<file path="config.mk">
export PLATFORM = sky130hd
export DESIGN_NAME = asid_tlb
export DESIGN_NICKNAME = d
export VERILOG_FILES = /design/src/rtl/tlb_pkg.sv /design/src/rtl/tlb_match.sv /design/src/rtl/tlb_lru.sv /design/src/rtl/tlb_victim.sv /design/src/rtl/asid_tlb.sv
export SDC_FILE = /design/constraint.sdc
export NUM_CORES = 2
export LEC_CHECK = 0
export ABC_AREA = 1
export BUFFER_PORTS_ARGS = -buffer_cell sky130_fd_sc_hd__buf_2
export CAP_MARGIN = 20
export CORE_ASPECT_RATIO = 0.75
export CORE_UTILIZATION = 30
export CTS_CLUSTER_DIAMETER = 50
export DETAILED_ROUTE_END_ITERATION = 8
export PLACE_DENSITY_LB_ADDON = 0.1
export SYNTH_ARGS = -nofsm -noshare
export SYNTH_HDL_FRONTEND = slang
export SYNTH_SLANG_ARGS = --single-unit
</file>
<file path="constraint.sdc">
create_clock -name clk -period 7.8 [get_ports clk]
set_clock_uncertainty 0.15 [all_clocks]
set_input_delay 0.39 -clock clk [delete_from_list [all_inputs] [get_ports clk]]
set_output_delay 0.39 -clock clk [all_outputs]
set_load 0.01 [all_outputs]
</file>
<file path="src/rtl/tlb_pkg.sv">
package tlb_pkg;
  localparam int PFN_W  = 20;
  localparam int PROT_W = 2;

  typedef struct packed {
    logic              v;
    logic              r;
    logic              m;
    logic [PROT_W-1:0] prot;
    logic [PFN_W-1:0]  pfn;
  } pte_t;

  // Protection bit 1 grants store permission.
  function automatic logic prot_writable(input logic [PROT_W-1:0] p);
    return p[1];
  endfunction

  function automatic logic store_faults(input logic is_write, input logic [PROT_W-1:0] p);
    return is_write & ~prot_writable(p);
  endfunction
endpackage

</file>
<file path="src/rtl/tlb_match.sv">
module tlb_match #(
  parameter int N      = 16,
  parameter int VPN_W  = 20,
  parameter int ASID_W = 4,
  localparam int IDX_W = (N > 1) ? $clog2(N) : 1
) (
  input  logic [VPN_W-1:0]          key_vpn,
  input  logic [ASID_W-1:0]         key_asid,
  input  logic [N-1:0][VPN_W-1:0]   tag_vpn,
  input  logic [N-1:0][ASID_W-1:0]  tag_asid,
  input  logic [N-1:0]              valid,
  output logic [N-1:0]              hit_vec,
  output logic                      hit_any,
  output logic [IDX_W-1:0]          hit_idx
);
  for (genvar g = 0; g < N; g++) begin : g_cmp
    assign hit_vec[g] = valid[g] && (tag_vpn[g] == key_vpn) && (tag_asid[g] == key_asid);
  end

  assign hit_any = |hit_vec;

  // Matches are unique, so OR-combining the indices yields the hit slot.
  always_comb begin
    hit_idx = '0;
    for (int i = 0; i < N; i++) begin
      if (hit_vec[i]) hit_idx = hit_idx | IDX_W'(i);
    end
  end
endmodule

</file>
<file path="src/rtl/tlb_lru.sv">
module tlb_lru #(
  parameter int N = 16,
  localparam int IDX_W = (N > 1) ? $clog2(N) : 1
) (
  input  logic             clk,
  input  logic             rst_n,
  input  logic             touch_en,
  input  logic [IDX_W-1:0] touch_idx,
  output logic [IDX_W-1:0] victim_idx
);
  // Each slot holds a distinct age rank; rank 0 is newest, N-1 oldest.
  logic [N-1:0][IDX_W-1:0] age;
  logic [N-1:0]            oldest_flag;

  always_ff @(posedge clk) begin
    if (!rst_n) begin
      for (int i = 0; i < N; i++) age[i] <= IDX_W'(i);
    end else if (touch_en) begin
      for (int i = 0; i < N; i++) begin
        if (IDX_W'(i) == touch_idx)          age[i] <= '0;
        else if (age[i] < age[touch_idx])    age[i] <= age[i] + 1'b1;
      end
    end
  end

  always_comb begin
    victim_idx = '0;
    for (int i = 0; i < N; i++) begin
      oldest_flag[i] = (age[i] == IDX_W'(N - 1));
      if (oldest_flag[i]) victim_idx = IDX_W'(i);
    end
  end

  a_r5_touch_is_newest: assert property (@(posedge clk) disable iff (!rst_n)
    touch_en |=> age[$past(touch_idx)] == '0);
  a_r5_single_oldest: assert property (@(posedge clk) disable iff (!rst_n)
    $onehot(oldest_flag));
endmodule

</file>
<file path="src/rtl/tlb_victim.sv">
module tlb_victim #(
  parameter int N = 16,
  localparam int IDX_W = (N > 1) ? $clog2(N) : 1
) (
  input  logic [N-1:0]     valid,
  input  logic             match_any,
  input  logic [IDX_W-1:0] match_idx,
  input  logic [IDX_W-1:0] lru_idx,
  output logic [IDX_W-1:0] slot
);
  logic             free_any;
  logic [IDX_W-1:0] free_idx;

  always_comb begin
    free_any = 1'b0;
    free_idx = '0;
    for (int i = N - 1; i >= 0; i--) begin
      if (!valid[i]) begin
        free_any = 1'b1;
        free_idx = IDX_W'(i);
      end
    end
    if (match_any)     slot = match_idx;
    else if (free_any) slot = free_idx;
    else               slot = lru_idx;
  end
endmodule

</file>
<file path="src/rtl/asid_tlb.sv">
module asid_tlb #(
  parameter int N      = 16,
  parameter int VPN_W  = 20,
  parameter int ASID_W = 4,
  localparam int IDX_W = (N > 1) ? $clog2(N) : 1
) (
  input  logic                      clk,
  input  logic                      rst_n,
  input  logic                      lk_en,
  input  logic                      lk_write,
  input  logic [VPN_W-1:0]          lk_vpn,
  input  logic [ASID_W-1:0]         lk_asid,
  output logic                      lk_hit,
  output logic                      lk_fault,
  output logic [tlb_pkg::PFN_W-1:0] lk_pfn,
  output logic [tlb_pkg::PROT_W-1:0] lk_prot,
  output logic                      lk_valid,
  output logic                      lk_ref,
  output logic                      lk_mod,
  input  logic                      fill_en,
  input  logic [VPN_W-1:0]          fill_vpn,
  input  logic [ASID_W-1:0]         fill_asid,
  input  logic [tlb_pkg::PROT_W-1:0] fill_prot,
  input  logic [tlb_pkg::PFN_W-1:0] fill_pfn,
  input  logic                      fill_mod,
  input  logic                      flush_all,
  input  logic                      flush_asid_en,
  input  logic [ASID_W-1:0]         flush_asid
);
  import tlb_pkg::*;

  logic [N-1:0][VPN_W-1:0]  tag_vpn;
  logic [N-1:0][ASID_W-1:0] tag_asid;
  pte_t [N-1:0]             ent;
  logic [N-1:0]             valid_vec;

  always_comb begin
    for (int i = 0; i < N; i++) valid_vec[i] = ent[i].v;
  end

  // Lookup and fill comparators
  logic [N-1:0]     lk_vec, fill_vec;
  logic             lk_any, fill_any;
  logic [IDX_W-1:0] lk_idx, fill_idx, lru_idx, fill_slot;

  tlb_match #(.N(N), .VPN_W(VPN_W), .ASID_W(ASID_W)) u_lk_match (
    .key_vpn(lk_vpn), .key_asid(lk_asid), .tag_vpn(tag_vpn), .tag_asid(tag_asid),
    .valid(valid_vec), .hit_vec(lk_vec), .hit_any(lk_any), .hit_idx(lk_idx));

  tlb_match #(.N(N), .VPN_W(VPN_W), .ASID_W(ASID_W)) u_fill_match (
    .key_vpn(fill_vpn), .key_asid(fill_asid), .tag_vpn(tag_vpn), .tag_asid(tag_asid),
    .valid(valid_vec), .hit_vec(fill_vec), .hit_any(fill_any), .hit_idx(fill_idx));

  tlb_victim #(.N(N)) u_victim (
    .valid(valid_vec), .match_any(fill_any), .match_idx(fill_idx),
    .lru_idx(lru_idx), .slot(fill_slot));

  // Named internal events
  pte_t sel;
  logic flush_any, fill_commit, lk_commit, touch_en;
  logic [IDX_W-1:0] touch_idx;

  assign sel         = ent[lk_idx];
  assign lk_hit      = lk_en & lk_any;
  assign lk_fault    = lk_hit & store_faults(lk_write, sel.prot);
  assign lk_pfn      = lk_hit ? sel.pfn  : '0;
  assign lk_prot     = lk_hit ? sel.prot : '0;
  assign lk_valid    = lk_hit & sel.v;
  assign lk_ref      = lk_hit & sel.r;
  assign lk_mod      = lk_hit & sel.m;

  assign flush_any   = flush_all | flush_asid_en;
  assign fill_commit = fill_en & ~flush_any;
  assign lk_commit   = lk_hit & ~lk_fault & ~fill_en & ~flush_any;
  assign touch_en    = fill_commit | lk_commit;
  assign touch_idx   = fill_commit ? fill_slot : lk_idx;

  tlb_lru #(.N(N)) u_lru (
    .clk(clk), .rst_n(rst_n), .touch_en(touch_en), .touch_idx(touch_idx),
    .victim_idx(lru_idx));

  always_ff @(posedge clk) begin
    if (!rst_n) begin
      ent      <= '0;
      tag_vpn  <= '0;
      tag_asid <= '0;
    end else if (flush_all) begin
      for (int i = 0; i < N; i++) ent[i].v <= 1'b0;
    end else if (flush_asid_en) begin
      for (int i = 0; i < N; i++) begin
        if (tag_asid[i] == flush_asid) ent[i].v <= 1'b0;
      end
    end else if (fill_en) begin
      tag_vpn[fill_slot]  <= fill_vpn;
      tag_asid[fill_slot] <= fill_asid;
      ent[fill_slot]      <= '{v: 1'b1, r: 1'b0, m: fill_mod, prot: fill_prot, pfn: fill_pfn};
    end else if (lk_commit) begin
      ent[lk_idx].r <= 1'b1;
      if (lk_write) ent[lk_idx].m <= 1'b1;
    end
  end

  a_r3_unique_lookup: assert property (@(posedge clk) disable iff (!rst_n)
    $onehot0(lk_vec));
  a_r3_unique_fill: assert property (@(posedge clk) disable iff (!rst_n)
    $onehot0(fill_vec));
  a_r8_fault_needs_hit: assert property (@(posedge clk) disable iff (!rst_n)
    lk_fault |-> lk_hit);
  a_r8_fault_freezes: assert property (@(posedge clk) disable iff (!rst_n)
    (lk_fault && !fill_en && !flush_any) |=> $stable(ent));
  a_r9_flush_empties: assert property (@(posedge clk) disable iff (!rst_n)
    flush_all |=> (valid_vec == '0));
  a_r3_fill_lands: assert property (@(posedge clk) disable iff (!rst_n)
    fill_commit |=> valid_vec[$past(fill_slot)]);
  a_r6_hit_marks_ref: assert property (@(posedge clk) disable iff (!rst_n)
    lk_commit |=> ent[$past(lk_idx)].r);
endmodule

</file>
==> flow_summary.yaml <==
pwr:
  p_sw_share_pct: 28.5
  power_frac_seq_pct: 39.1
  vdd_ir_drop_max_mv: 0.176
  p_leak_nw: 19.8
  p_per_area_mw_per_mm2: 219
  net-switching-power_w: 0.00322
  p_int_w: 0.00808
  combPwrFrac_pct: 10.8
  clkPwrFrac_pct: 50.1
yosys:
  syn_area_per_cell_sq_um: 7.01
  synth_mux_area_share_pct: 0
  async_flop_share_pct: 0
  synth-edff-count: 0
  ys_seq_elements: 848
  synth.net_count: 6591
  synth_cell_types: 53
  ys_seq_area_share_pct: 37.6
  synthCells: 6445
  ys_warn_count: 0
  synth_top_family_by_area: "compound AO/OA/AOI/OAI gates"
  syn_area_sq_mm: 0.0452
  synth-compound-area-share_pct: 29.5
  synthAdderAreaFrac_pct: 1.77
  yosys_most_used_dff: "dfxtp_1"
  synth-simple-area-share_pct: 18.3
  synthXorXnorAreaFrac_pct: 3.78
place:
  place_hpwl_um: 151000
  dpl_cell_area_sq_mm: 0.0475
  dp_cells: 8177
  port_buffers: 108
  place_ws_ns: 1.42
  gp_congestion: 0.980
grt:
  antenna_found_initial: 11
  grt_max_degree: 213
  grt_overflow: 0
  grt_usage_pct: 30.2
  grt_pass1_vias: 44500
  grt_pass1_wl_um: 337000
sta:
  whs_ns: 0.0638
  slew_headroom_pct: 14.5
  fmax_ghz: 0.164
  rsz0062_at_grt: "false"
  fin_setup_tns_ns: 0
  setup_viol: 0
  period_needed_ns: 6.11
  tightest_slew_ns: 1.28
  drv_slew: 0
  hold_viol: 0
  fin_ws_ns: 1.69
  period_share_pct: 78.3
floorplanning:
  start_util_pct: 30.4
  die_area_sq_mm: 0.152
  top_level_ports: 109
  die_x_um: 450
  core_sq_mm: 0.149
  die_y_um: 338
  num_rows: 122
setup_path:
  cp_cell_sequence: "buf_2 > clkinv_1 > nand2_1 > o21ai_0 > nor4_1 > nor3b_1 > nand4_1 > nand2_1 > nor2_1 > nand2_1 > inv_1 > nand2_4 > inv_1 > nand2_1 > nand4_1 > nand2_1 > nand2_1 > nor2_1 > nand2_1 > nor2_1 > buf_2"
  startpoint_type: "input port"
  cp_data_required_time_ns: 7.26
  r2r_cells: 29
  cp-end-kind: "output port"
  slowest_delay_ns: 0.78
  cp.arrival_ns: 5.57
  crit_fanout: 23
  crit_type: "in2out"
  crit_slowest_cell: "clkinv_1"
  crit_top_cell: "nand2_1"
outcome:
  failed_checks: "DRC"
  status: "complete, but fails checks"
clocking:
  cts_tree: "yes"
  clkTransAtPathRegs_ns: 0.06
  hold_buffers: 9
  post_cts_buffers: 0
  clk_latency_ns: 0.77
  cts_root_buffer: "clkbuf_16"
  cts_made_buffers: 115
  cts.htree.levels: 3
  clockBufferDepth: 3
  cts.repair.resized: 0
  cts.sinks: 848
routing:
  ant_nets: 0
  num_vias: 48800
  drc: 2
  viasPerCell: 5.81
  first_pass_iters: 9
  drt_wl_total_um: 238000
  drt_iter0_drc: 6397
  drt-wirelength-per-cell_um: 28.3
hold_path:
  hold_class: "in2reg"
  min_delay_path_depth: 3
finish:
  drive_gt1_share_pct: 9.66
  area_growth_pct: 14.3
  multiInputGateArea_sq_mm: 0.0242
  nets: 6465
  stdcell_area_sq_mm: 0.0517
  regArea_sq_mm: 0.0170
  fillers: 15800
  finalNonFillerCells: 8409
run:
  drv_cap: 0
## logic make-up (layout without fill, tap and decap cells)
logic type / count (synthesis) / after routing
adders and majority gates: 64 / 64
DFF: 848 / 848
other: 0 / 9
buffers and inverters: 1004 / 975
AOI/OAI and AO/OA: 2442 / 2442
xor gates and xnor gates: 195 / 195
and+or+nand+nor: 1892 / 1892
## synth_stat cells (44+ instances only)
| master | n | area [sq um] |
|---|---|---|
| nor2_1 | 390 | 1460 |
| ha_1 | 64 | 801 |
| nand4_1 | 95 | 594 |
| nand2_1 | 948 | 3560 |
| o21ai_0 | 947 | 4740 |
| xnor2_1 | 104 | 911 |
| nor3_1 | 44 | 220 |
| dfxtp_1 | 848 | 17000 |
| a221oi_1 | 52 | 455 |
| buf_2 | 125 | 626 |
| clkbuf_1 | 345 | 1290 |
| o22ai_1 | 496 | 3100 |
| nand3_1 | 247 | 1240 |
| xor2_1 | 91 | 797 |
| a21oi_1 | 847 | 4240 |
| inv_1 | 433 | 1630 |
## worst max-delay path, delay by kind of cell
| kind | cells | cell delay, ns |
|---|---|---|
| compound gates | 1 | 0.11 |
| buf+inv | 5 | 1.58 |
| simple gates | 15 | 3.46 |
## registers in the layout, indices dropped and copies added (netlist names)
| name | cells |
|---|---|
| ent | 400 |
| u_lru.age | 64 |
| tag_asid | 64 |
| tag_vpn | 320 |
## cells in the final DEF, fill, tap and decap left out, types with 35 or more instances in the layout
cell,netlist,layout
dfxtp_1,848,848
nor4_1,40,40
clkbuf_16,0,117
xnor2_1,104,104
buf_4,34,161
nand4_1,95,95
nor3_1,44,42
nand3_1,247,247
o22ai_1,496,496
a221oi_1,52,52
xor2_1,91,91
o21ai_0,947,947
nand2_1,948,944
ha_1,64,64
or2_2,35,35
a21oi_1,847,847
nor2_1,390,380
inv_1,433,423
nand3b_1,35,35
buf_2,125,107
## worst paths after layout
check / start / end / slack (ns)
worst max register to register: ent[99] / u_lru.age[53] / 2.28
worst max-delay path: lk_asid[0] / lk_fault / 1.69
worst min-delay path: fill_pfn[7] / ent[207] / 0.06
worst min register to register: ent[348] / ent[348] / 0.31
## layer usage
metal	track usage, %	routed length, um	vias up
met4	13.8	12400	10
met5	0	71	-
met1	43.1	107000	23300
met3	7.56	24200	632
li1	-	-	22200
met2	42.0	94300	2688
## power by group through the flow
| stage | clock network (W) | logic [W] | registers [W] |
|---|---|---|---|
| after global placement | 0 | 0.00117 | 0.00452 |
| final | 0.00565 | 0.00122 | 0.00442 |
| after detailed placement | 0 | 0.00117 | 0.00451 |
| after floorplan | 0 | 0.000684 | 0.00449 |
| after global routing | 0.00594 | 0.00128 | 0.00442 |
| after CTS | 0.00576 | 0.00117 | 0.00442 |
## final cells by class
class	instances	area share (%)
tap	1984	4.81
antenna	9	0.0436
clock inverter	65	1.61
inverter	470	3.43
timing repair buffer	291	4.08
clock buffer	149	6.27
multi-input combinational	4593	46.9
sequential	848	32.9
## metrics by stage
step                util (%)  total power [W]
detailed placement      32.0          0.00568
CTS                     34.8           0.0114
finish                  34.8           0.0113
global route            34.8           0.0116
global placement        32.0          0.00569
floorplan                  -          0.00518
Note: power is estimated with default switching activity, not from simulation.
